`config.mk`:
```
export PLATFORM = sky130hd
export DESIGN_NAME = cmd_reg_bank
export DESIGN_NICKNAME = d
export VERILOG_FILES = /design/src/rtl/cmd_reg_bank.sv
export SDC_FILE = /design/constraint.sdc
export NUM_CORES = 1
export LEC_CHECK = 0
export BUFFER_PORTS_ARGS = -buffer_cell sky130_fd_sc_hd__buf_2
export CAP_MARGIN = 25
export CELL_PAD_IN_SITES_DETAIL_PLACEMENT = 0
export CELL_PAD_IN_SITES_GLOBAL_PLACEMENT = 1
export CORE_ASPECT_RATIO = 0.6
export CORE_MARGIN = 5
export CORE_UTILIZATION = 35
export CTS_BUF_LIST = sky130_fd_sc_hd__clkbuf_16
export CTS_CLUSTER_DIAMETER = 80
export CTS_CLUSTER_SIZE = 10
export DETAILED_ROUTE_END_ITERATION = 6
export HOLD_SLACK_MARGIN = 0.03
export MAX_ROUTING_LAYER = met4
export PLACE_DENSITY_LB_ADDON = 0.15
export SETUP_SLACK_MARGIN = 0.2
export SLEW_MARGIN = 20
export SYNTH_ARGS = -nofsm -noshare
export SYNTH_HDL_FRONTEND = slang
export SYNTH_SLANG_ARGS = --single-unit
```
`constraint.sdc`:
```
create_clock -name clk -period 2.4 [get_ports clk]
set_clock_uncertainty 0.1 [all_clocks]
set_input_delay 0.12 -clock clk [delete_from_list [all_inputs] [get_ports clk]]
set_output_delay 0.12 -clock clk [all_outputs]
set_load 0.01 [all_outputs]
```
`src/rtl/cmd_reg_bank.sv`:
```
`timescale 1ns/1ps
module cmd_reg_bank #(
  parameter int AW    = 4,
  parameter int CNT_W = 4
) (
  input  logic             clk,
  input  logic             rst_n,
  input  logic             start,
  input  logic [AW-1:0]    start_addr,
  input  logic [CNT_W-1:0] start_cnt,
  input  logic             start_wr,
  input  logic             byte_stb,
  input  logic [7:0]       wbyte,
  output logic [7:0]       rbyte,
  output logic             busy,
  output logic [15:0]      cmd_word,
  output logic [23:0]      data_word,
  output logic [23:0]      ofs_cal,
  output logic [23:0]      fs_cal
);
  localparam logic [AW-1:0] A_MAX   = {AW{1'b1}};
  localparam logic [15:0]   WR_MASK = 16'hC2F9;
  localparam logic [15:0]   FIXED1  = 16'h2000;
  localparam logic [23:0]   FS_INIT = 24'h800000;

  logic [AW-1:0]    addr;
  logic [CNT_W-1:0] left;
  logic             is_wr;
  logic [15:0]      cmd_q;

  wire sleep   = cmd_q[0];
  wire go      = byte_stb && !start && busy;
  wire wr_go   = go && is_wr;
  wire cmd_hit = (addr == AW'(4)) || (addr == AW'(5));
  wire step_up = (is_wr && cmd_hit) || !cmd_q[3];

  wire [AW-1:0] addr_nx = step_up ? ((addr == A_MAX) ? addr : addr + 1'b1)
                                  : ((addr == '0)    ? addr : addr - 1'b1);

  assign busy     = (left != '0);
  assign cmd_word = (cmd_q & WR_MASK) | FIXED1;

  always_comb begin
    case (addr)
      AW'(0):  rbyte = data_word[23:16];
      AW'(1):  rbyte = data_word[15:8];
      AW'(2):  rbyte = data_word[7:0];
      AW'(4):  rbyte = cmd_word[15:8];
      AW'(5):  rbyte = cmd_word[7:0];
      AW'(8):  rbyte = ofs_cal[23:16];
      AW'(9):  rbyte = ofs_cal[15:8];
      AW'(10): rbyte = ofs_cal[7:0];
      AW'(12): rbyte = fs_cal[23:16];
      AW'(13): rbyte = fs_cal[15:8];
      AW'(14): rbyte = fs_cal[7:0];
      default: rbyte = 8'h00;
    endcase
  end

  always_ff @(posedge clk or negedge rst_n) begin
    if (!rst_n) begin
      addr  <= '0;
      left  <= '0;
      is_wr <= 1'b0;
    end else if (start) begin
      addr  <= start_addr;
      left  <= start_cnt;
      is_wr <= start_wr;
    end else if (go) begin
      addr  <= addr_nx;
      left  <= left - 1'b1;
    end
  end

  always_ff @(posedge clk or negedge rst_n) begin
    if (!rst_n) begin
      cmd_q     <= '0;
      data_word <= '0;
      ofs_cal   <= '0;
      fs_cal    <= FS_INIT;
    end else if (wr_go) begin
      case (addr)
        AW'(0):  data_word[23:16] <= wbyte;
        AW'(1):  data_word[15:8]  <= wbyte;
        AW'(2):  data_word[7:0]   <= wbyte;
        AW'(4): begin
          cmd_q[15:14] <= wbyte[7:6];
          if (!sleep && wbyte[1]) begin
            ofs_cal  <= '0;
            fs_cal   <= FS_INIT;
            cmd_q[9] <= 1'b0;
          end else begin
            cmd_q[9] <= wbyte[1];
          end
        end
        AW'(5): begin
          cmd_q[7]   <= wbyte[7];
          cmd_q[5:3] <= wbyte[5:3];
          cmd_q[0]   <= wbyte[0];
          if (!wbyte[0]) begin
            if (cmd_q[9]) begin
              ofs_cal <= '0;
              fs_cal  <= FS_INIT;
            end
            if (wbyte[6]) data_word <= '0;
            cmd_q[9] <= 1'b0;
            cmd_q[6] <= 1'b0;
          end else begin
            cmd_q[6] <= wbyte[6];
          end
        end
        AW'(8):  ofs_cal[23:16] <= wbyte;
        AW'(9):  ofs_cal[15:8]  <= wbyte;
        AW'(10): ofs_cal[7:0]   <= wbyte;
        AW'(12): fs_cal[23:16]  <= wbyte;
        AW'(13): fs_cal[15:8]   <= wbyte;
        AW'(14): fs_cal[7:0]    <= wbyte;
        default: ;
      endcase
    end
  end
endmodule

```
# Yosys cells after proc, flatten, opt, wreduce, memory -nomap -nowiden
# Cells that the tools add are included.
# W data, S select, Z words.
[totals] regBits=90 input_bits=21 word_cells=101 out_inout_bits=97
[classes] muxes=29 n_eq_ne=17 add_sub_neg=3 reduce_logical=36
[op_table] cell="$mux W24" n=8
[op_table] cell="$pmux W8 S3" n=6
[op_table] cell="$pmux W8 S11" n=1
[op_table] cell="$pmux W8 S2" n=3
[op_table] cell="$reduce_and A5 Y1" n=6
[op_table] cell="$eq A4 B4 Y1 const B" n=7
[op_table] cell="$mux W4" n=7
[op_table] cell="$reduce_bool A3 Y1" n=6
[op_table] cell="$reduce_and A4 Y1" n=3
[op_table] cell="$reduce_bool A2 Y1" n=5
[op_table] cell="$eq A4 B3 Y1 const B" n=2
[op_table] cell="$sub A4 B1 Y4 const B" n=2
[op_table] cell="$ne A2 B2 Y1 const B" n=3
[op_table] cell="$ne A3 B3 Y1 const B" n=2
[op_table] cell="$reduce_and A3 Y1" n=2
[op_table] cell="$logic_and A1 B1 Y1" n=5
[op_table] cell="$add A4 B1 Y4 const B" n=1
[op_table] cell="$eq A4 B1 Y1 const B" n=1
[op_table] cell="$eq A4 B2 Y1 const B" n=1
[op_table] cell="$logic_not A4 Y1" n=1
[op_table] cell="$reduce_and A2 Y1" n=2
[op_table] cell="$reduce_bool A4 Y1" n=1
[op_table] cell="$logic_not A1 Y1" n=3
[op_table] cell="$mux W1" n=3
[op_table] cell="other kinds (3)" n=4

# Depth between registers and ports, before layout
# Gate-level depths: netlist (run 1).
[logic_depth] word_depth=7 ltp_mapped=10

# Worst setup path after synthesis (run 1)
# Ideal clock, no wire load.
[synth_timing] path_kind="register -> register" startpoint="register addr[1]" endpoint="register data_word[0]" path_stages_with_launch=9 arrival_ns=1.862 path_buffers=1 setup_ns=0.125 slack_ns=0.313 required_ns=2.175 cell_sequence="dfrtp_1 inv_1 ha_1 buf_2 nand3b_2 nor2_1 a21oi_1 nor2_2 mux2_2"
[synth_between] elab_chain_len=3
[synth_lines] item="from (decl)" line_no="26" source="logic [AW-1:0] addr;"
[synth_lines] item="from (signal assigned)" line_no="66" source="addr <= start_addr;"
[synth_lines] item="from (signal assigned)" line_no="70" source="addr <= addr_nx;"
[synth_lines] item="$eq A4 B3 Y1 / $eq A4 B2 Y1 (equally long branches)" line_no="82" source="case (addr)"
[synth_lines] item="$ne A2 B2 Y1 (no source line) / $reduce_bool A2 Y1 (equally long branches)"
[synth_lines] item="$reduce_and A4 Y1 (no source line)"
[synth_lines] item="to (signal assigned)" line_no="85" source="AW'(2): data_word[7:0] <= wbyte;"
[synth_lines] item="to (decl)" line_no="17" source="output logic [23:0] data_word,"
# Parallel ways exist; a longest one is shown, timed or not.
# A chain may end at the register's enable or synchronous reset.

# Worst setup path after layout (run 1)
[layout_timing] startpoint="register addr[1]" endpoint="output port rbyte[5]"
[layout_between] elab_chain_len=2
[layout_lines] item="$eq A4 B4 Y1, or another cell as far along" line_no="44" source="case (addr)"
[layout_lines] item="$pmux W8 S11 *" line_no="44"
[layout_lines] item="to (decl)" line_no="14" source="output logic [7:0] rbyte,"
# Mark *: on every way between the ends. The rest lies on a longest branch, timed or not.

==> results_dict.tcl, run 1 <==
set metrics [dict create \
    worst_setup_path_startpoint "addr[1]$_DFFE_PN0P_" \
    final.period_utilization_pct 100 \
    critical_path.reg2reg.startpoint "left[1]$_DFFE_PN0P_" \
    whs_endpoint "left[1]$_DFFE_PN0P_" \
    status "finished, violations left" \
    cts-root-to-sink-buffers 2 \
    core-area_sq_mm 0.0129 \
    layout_min_cycle_time_ns 2.40 \
    placedCellCount 671 \
    failed_checks "negative setup slack" \
    die_w_um 158 \
    die_boundary_height_um 99.1 \
    hold_path_class "in2reg" \
    num-nets-final 592 \
    tightestPinTransition_ns 0.602 \
    drv_slew 0 \
    netlist_area_sq_mm 0.00463 \
    synth_seq_cells 90 \
    place.port_buffers 110 \
    yosysWarningCount 0 \
    firstDrtPassIters 5 \
    relSlewSlack_pct 59.9 \
    dp_slack_ns 0.0236 \
    hold_start "start" \
    detailroute.via_count 4133 \
    drt-initial-drc-count 349 \
    timing.reg2reg.worst_path_depth 10 \
    vias_per_cell 5.59 \
    maxcap_viol_count 0 \
    clock_insertion_delay_worst_skew_ns 0.35 \
    cp_data_required_time_ns 2.18 \
    route.antenna.remaining_nets 0 \
    grt_start_max_net_pins 47 \
    vdd.ir_drop.worst_mv 0.397 \
    synth_area_per_cell_sq_um 11.7 \
    library_cell_appearing_most_often_on_the_critical_path "sky130_fd_sc_hd__a22o_1" \
    wl_mm 17.2 \
    pin_count 118 \
    fraction_of_the_yosys_area_taken_by_sequential_cells_pct 48.7 \
    achievable-frequency_mhz 416 \
    die-area_sq_mm 0.0157 \
    place.gp.congestion 0.874 \
    layout.cells.non_filler 740 \
    critPathMaxStageDelay_ns 0.43 \
    grt_usage_pct 22.1 \
    arrival_ns 2.18 \
    hold_viol 0 \
    timing.hold.worst_path_depth 3 \
    critPathTopFamily "compound AO/OA/AOI/OAI gates" \
    grt_first_pass_wirelength_mm 25.0 \
    diodes 0 \
    critPathCaptureType "primary output" \
    cts_buffers 9 \
    crit_path_top_delay_cell "sky130_fd_sc_hd__dfrtp_1" \
    timing.rr.end "ofs_cal[14]$_DFFE_PN0P_" \
    initial_utilization_pct 35.9 \
    timing.critical_path.cells "inv_2, ha_4, buf_12, a22o_1, a22o_1, a221oi_2, o211ai_1, buf_2" \
    synthFlopType "sky130_fd_sc_hd__dfrtp_1" \
    antenna_found_initial 0 \
    setup_viol 1 \
    number_of_levels_the_h_tree_was_split_into 3 \
    power.density_cell_area_mw_per_mm2 882 \
    setup_tns_ns -0.00487 \
    clk_pin_slew_ns 0.07 \
    netlist-cell-type-count 62 \
    final_cell_area_sq_mm 0.00656 \
    synth_edf_count 0 \
    total_global_routing_overflow 0 \
    worst-setup-path-type "reg2out" \
    final.fill_count 1157 \
    syn-instance-count 395 \
    grt_setup_unrepaired "yes" \
    place_area_sq_mm 0.00540 \
    rows 32 \
    finalWorstSetupSlack_ns -0.00487 \
    power.leakage_nw 3.27 \
    cts_tree "yes" \
    drt_drc_violations_left 0 \
    grt_pass1_vias 4023 \
    clk_root_buffer_cell "sky130_fd_sc_hd__clkbuf_16" \
    wire_per_inst_um 23.2 \
    critPathLaunchType "register" \
    critical_path.n_buffers_inverters 3 \
    syn_to_final_growth_pct 41.6 \
    detailed_place_hpwl_mm 12.3 \
    cts_sinks 90 \
    cp_max_fo 5 \
    layout-drive-gt1-share_pct 50.4 \
    reg2reg_setup_slack_ns 0.15 \
    post_synth_arst_share_pct 100 \
]
## timing repair
item                                    4_1_cts  5_1_grt
setup buffers                                12       29
endpoints found under the hold margin        53        0
hold buffers                                 10        0
pin swaps                                    10       38
cloned                                        1        1
endpoints found under the setup margin       79       71
resized for setup                            43       54
## per-stage QoR
step | hold WS (ns) | utilization (%) | power (W)
after floorplan | -0.276 | - | 0.00317
after global placement | 0.0646 | 41.9 | 0.00399
after detailed placement | 0.0669 | 41.9 | 0.00401
after CTS | 0.0408 | 47.1 | 0.00560
after global routing | 0.0839 | 50.8 | 0.00608
final | 0.0518 | 50.8 | 0.00578
## report_power, final
part	switching, W	total, W	internal [W]	leakage, nW
clock	0.000610	0.00141	0.000797	0.145
sequential	0.000426	0.00232	0.00189	1.19
combinational	0.00103	0.00206	0.00103	1.93
## how the worst max path moves through the flow
stage	to	slack [ns]	cells past startpoint
after floorplan	data_word[0]$_DFFE_PN0P_	0.31	8
after global placement	ofs_cal[12]$_DFFE_PN0P_	0.08	7
final	rbyte[5]	-0.005	8
after global routing	rbyte[5]	-0.11	6
after detailed placement	ofs_cal[9]$_DFFE_PN0P_	0.02	7
after CTS	rbyte[5]	0.03	8
## synth_stat cells (all sizes together), types with 2 or more instances
cell,number,area [sq um]
o21ai,23,115
conb,2,7.51
nand3,6,42.5
nand2b,2,20.0
ha,6,75.1
and2,13,93.8
and3,4,25.0
inv,14,52.6
mux2i,7,70.1
nand3b,2,18.8
xnor2,4,35.0
nor2b,4,25.0
a221oi,4,35.0
a221o,2,20.0
a22oi,9,67.6
buf,26,210
dfrtp,89,2230
a21oi,7,38.8
nor3,2,10.0
a32o,3,30.0
a22o,57,499
nor2,16,88.8
nand2,20,75.1
a31oi,3,18.8
clkbuf,9,33.8
mux2,36,405
a222oi,4,40.0
o211ai,2,15.0
## worst reg2reg max path, stage by stage (launching register included)
cell and delay (ns):
sky130_fd_sc_hd__dfrtp_1 0.38, sky130_fd_sc_hd__inv_1 0.07, sky130_fd_sc_hd__ha_2 0.18, sky130_fd_sc_hd__or3b_4 0.26, sky130_fd_sc_hd__nand3_4 0.10, sky130_fd_sc_hd__buf_12 0.14, sky130_fd_sc_hd__a211oi_4 0.28, sky130_fd_sc_hd__clkbuf_16 0.23
sky130_fd_sc_hd__buf_12 0.11, sky130_fd_sc_hd__o21ai_4 0.09, sky130_fd_sc_hd__a22o_1 0.19
## final cells by class
cell class,instances,area (sq um),share of cell area (%)
Clock buffer,9,225,3.44
Clock inverter,7,62.6,0.954
Inverter,14,52.6,0.802
Multi-Input combinational cell,261,2370,36.2
Sequential cell,90,2260,34.4
Tap cell,170,213,3.24
Timing Repair Buffer,189,1380,21.0
## logic make-up after synthesis
| logic type | synth area share [%] |
|---|---|
| AO/OA/AOI/OAI | 21.5 |
| other | 0.162 |
| multiplexers | 10.8 |
| buffers and inverters | 6.41 |
| adder cells (fa/ha/maj) | 1.62 |
| AND/OR/NAND/NOR | 9.87 |
| XOR/XNOR | 0.946 |
| flip-flops | 48.7 |
## flip-flops by register name, summed over array words and instances, names as in the netlist
name / cells
ofs_cal: 24
addr: 4
left: 4
fs_cal: 24
cmd_word: 8
is_wr: 1
data_word: 24
sleep: 1
## cells in the final DEF (no fill, tap or decap), types with 4 or more instances in the layout
cell type and instances:
sky130_fd_sc_hd__nor2_1 10, sky130_fd_sc_hd__mux2_4 10, sky130_fd_sc_hd__a21oi_1 4, sky130_fd_sc_hd__buf_12 6
sky130_fd_sc_hd__mux2i_1 7, sky130_fd_sc_hd__buf_4 42, sky130_fd_sc_hd__nand3_1 5, sky130_fd_sc_hd__a22oi_2 4
sky130_fd_sc_hd__a221oi_2 4, sky130_fd_sc_hd__nor2_2 4, sky130_fd_sc_hd__o21ai_0 12, sky130_fd_sc_hd__and2_1 6
sky130_fd_sc_hd__dlygate4sd3_1 10, sky130_fd_sc_hd__nand2_1 17, sky130_fd_sc_hd__clkbuf_16 10, sky130_fd_sc_hd__o21ai_4 4
sky130_fd_sc_hd__inv_2 5, sky130_fd_sc_hd__dfrtp_1 87, sky130_fd_sc_hd__inv_1 11, sky130_fd_sc_hd__a22o_1 57
sky130_fd_sc_hd__xnor2_1 4, sky130_fd_sc_hd__buf_6 17, sky130_fd_sc_hd__and2_4 7, sky130_fd_sc_hd__a222oi_1 4
sky130_fd_sc_hd__conb_1 7, sky130_fd_sc_hd__a22oi_1 5, sky130_fd_sc_hd__mux2_2 26, sky130_fd_sc_hd__o21ai_1 5
sky130_fd_sc_hd__buf_2 109
## routing by layer
metal / part of all wire, % / track usage (%) / up-vias / wire [um]
met5: 0 / - / - / 0
met4: 1.7 / 4.85 / 0 / 300
met3: 6.8 / 4.78 / 25 / 1160
met2: 42 / 30.0 / 174 / 7190
met1: 50 / 33.7 / 2130 / 8520
li1: - / - / 1804 / -
No activity file was read; power rests on OpenSTA's default activity.
==> run 2: changes to the inputs <==
--- a/config.mk
+++ b/config.mk
@@ -20,6 +20,7 @@
 export MAX_ROUTING_LAYER = met4
 export PLACE_DENSITY_LB_ADDON = 0.15
 export SETUP_SLACK_MARGIN = 0.2
+export SKIP_CTS_REPAIR_TIMING = 1
 export SLEW_MARGIN = 20
 export SYNTH_ARGS = -nofsm -noshare
 export SYNTH_HDL_FRONTEND = slang
==> run 2 against run 1 <==
The flow now finishes without violations. Design area decreased by 6.5%. Critical path depth did not move. Worst setup slack better by 0.026 ns. Utilization shrank 3.3 points. First-iteration DRC count grew 3.4%. Final cell count is 3.6% lower. Non-clock buffer count decreased by 27. Count of clock-buffer cells in the layout unchanged. Worst hold slack lost 0.0033 ns. Sequential cell count is the same. Critical path type unchanged. Largest cell class unchanged.
==> results_dict.tcl, run 2 (synthesis results as in run 1) <==
set metrics [dict create \
    grt_usage_pct 21.6 \
    wire_per_inst_um 23.1 \
    place_area_sq_mm 0.00540 \
    grt_setup_unrepaired "yes" \
    cp_max_fo 10 \
    setup_tns_ns 0 \
    worst-setup-path-type "reg2out" \
    clk_root_buffer_cell "sky130_fd_sc_hd__clkbuf_16" \
    die_boundary_height_um 99.1 \
    grt_first_pass_wirelength_mm 24.3 \
    met3_length_mm 1.17 \
    die-area_sq_mm 0.0157 \
    finalWorstSetupSlack_ns 0.0215 \
    vias_per_cell 5.56 \
    total_global_routing_overflow 0 \
    wirelength_met1_mm 8.29 \
    hold_path_class "in2reg" \
    clock_insertion_delay_worst_skew_ns 0.35 \
    power.density_cell_area_mw_per_mm2 910 \
    place.port_buffers 110 \
    maxcap_viol_count 0 \
    hold-worst-slack_ns 0.0485 \
    pin_count 118 \
    cts_sinks 90 \
    core-area_sq_mm 0.0129 \
    layout-drive-gt1-share_pct 46.2 \
    number_of_levels_the_h_tree_was_split_into 3 \
    setup_viol 0 \
    most-common-layout-cells "sky130_fd_sc_hd__buf_2 (109), sky130_fd_sc_hd__dfrtp_1 (86), sky130_fd_sc_hd__a22o_1 (57), sky130_fd_sc_hd__buf_4 (33), sky130_fd_sc_hd__mux2_2 (32)" \
    diodes 0 \
    place.gp.congestion 0.874 \
    wl_mm 16.5 \
    final.period_utilization_pct 99.1 \
    cp_data_required_time_ns 2.18 \
    status "finished clean" \
    detailroute.via_count 3965 \
    top_regs "data_word x24, fs_cal x24, ofs_cal x24" \
    vdd.ir_drop.worst_mv 0.403 \
    clk_pin_slew_ns 0.07 \
    firstDrtPassIters 5 \
    route.antenna.remaining_nets 0 \
    drt_drc_violations_left 0 \
    arrival_ns 2.16 \
    drt-initial-drc-count 361 \
    num-nets-final 565 \
    initial_utilization_pct 35.9 \
    detailed_place_hpwl_mm 12.3 \
    critPathCaptureType "primary output" \
    layout_min_cycle_time_ns 2.38 \
    cts_buffers 9 \
    die_w_um 158 \
    dp_slack_ns 0.0236 \
    dr_wl_met2_mm 6.81 \
    hold_viol 0 \
    highest-signal-layer "met4" \
    cts_tree "yes" \
    cts-root-to-sink-buffers 2 \
    syn_to_final_growth_pct 32.4 \
    grt_start_max_net_pins 47 \
    achievable-frequency_mhz 420 \
    antenna_found_initial 0 \
    layout.cells.most_common "sky130_fd_sc_hd__buf_2" \
    relSlewSlack_pct 59.5 \
    final_cell_area_sq_mm 0.00613 \
    power.leakage_nw 3.08 \
    grt_pass1_vias 3890 \
    critPathLaunchType "register" \
    rows 32 \
    drv_slew 0 \
    tightestPinTransition_ns 0.608 \
]
## run 2: path summary, 6_finish.rpt
kind | cells after the start | slack [ns] | start | end
setup / recovery | 8 | 0.02 | addr[0]$_DFFE_PN0P_ | rbyte[5]
hold / removal | 3 | 0.05 | start | left[0]$_DFFE_PN0P_
setup reg to reg | 9 | 0.24 | addr[0]$_DFFE_PN0P_ | ofs_cal[16]$_DFFE_PN0P_
hold reg to reg | 2 | 0.40 | fs_cal[23]$_DFFE_PN1P_ | fs_cal[23]$_DFFE_PN1P_
max in group asynchronous | 3 | 1.24 | rst_n | fs_cal[23]$_DFFE_PN1P_
min in group asynchronous | 2 | 0.22 | rst_n | ofs_cal[8]$_DFFE_PN0P_
## run 2: power by group
group          internal (W)  switching, W
Clock              0.000797      0.000607
Sequential          0.00189      0.000424
Combinational      0.000897      0.000966
Total               0.00358       0.00200
## run 2: worst max-delay path: stages (launching register included)
cell	delay, ns
sky130_fd_sc_hd__dfrtp_2	0.44
sky130_fd_sc_hd__inv_4	0.09
sky130_fd_sc_hd__ha_4	0.19
sky130_fd_sc_hd__buf_6	0.15
sky130_fd_sc_hd__a22o_1	0.20
sky130_fd_sc_hd__a22o_1	0.27
sky130_fd_sc_hd__a221oi_2	0.18
sky130_fd_sc_hd__o211ai_1	0.12
sky130_fd_sc_hd__buf_2	0.18
## run 2: layer usage
metal / vias up / GRT usage, %
li1: 1748 / -
met1: 2013 / 33.0
met2: 186 / 29.0
met3: 18 / 4.52
met4: 0 / 4.59
met5: - / -
## run 2: metrics by stage
| stage | total power, W | util [%] | instances |
|---|---|---|---|
| finish | 0.00558 | 47.5 | 713 |
| global route | 0.00588 | 47.5 | 713 |
| CTS | 0.00544 | 44.1 | 687 |
| detailed placement | 0.00401 | 41.9 | 671 |
| global placement | 0.00399 | 41.9 | 671 |
| floorplan | 0.00317 | - | 400 |
## run 2: area by class of cell
type / instances / area (sq um)
fill: 1190 / 6760
multi-input combinational: 261 / 2260
sequential: 90 / 2260
timing repair buffer: 162 / 1050
clock buffer: 9 / 225
tap: 170 / 213
clock inverter: 7 / 62.6
inverter: 14 / 60.1
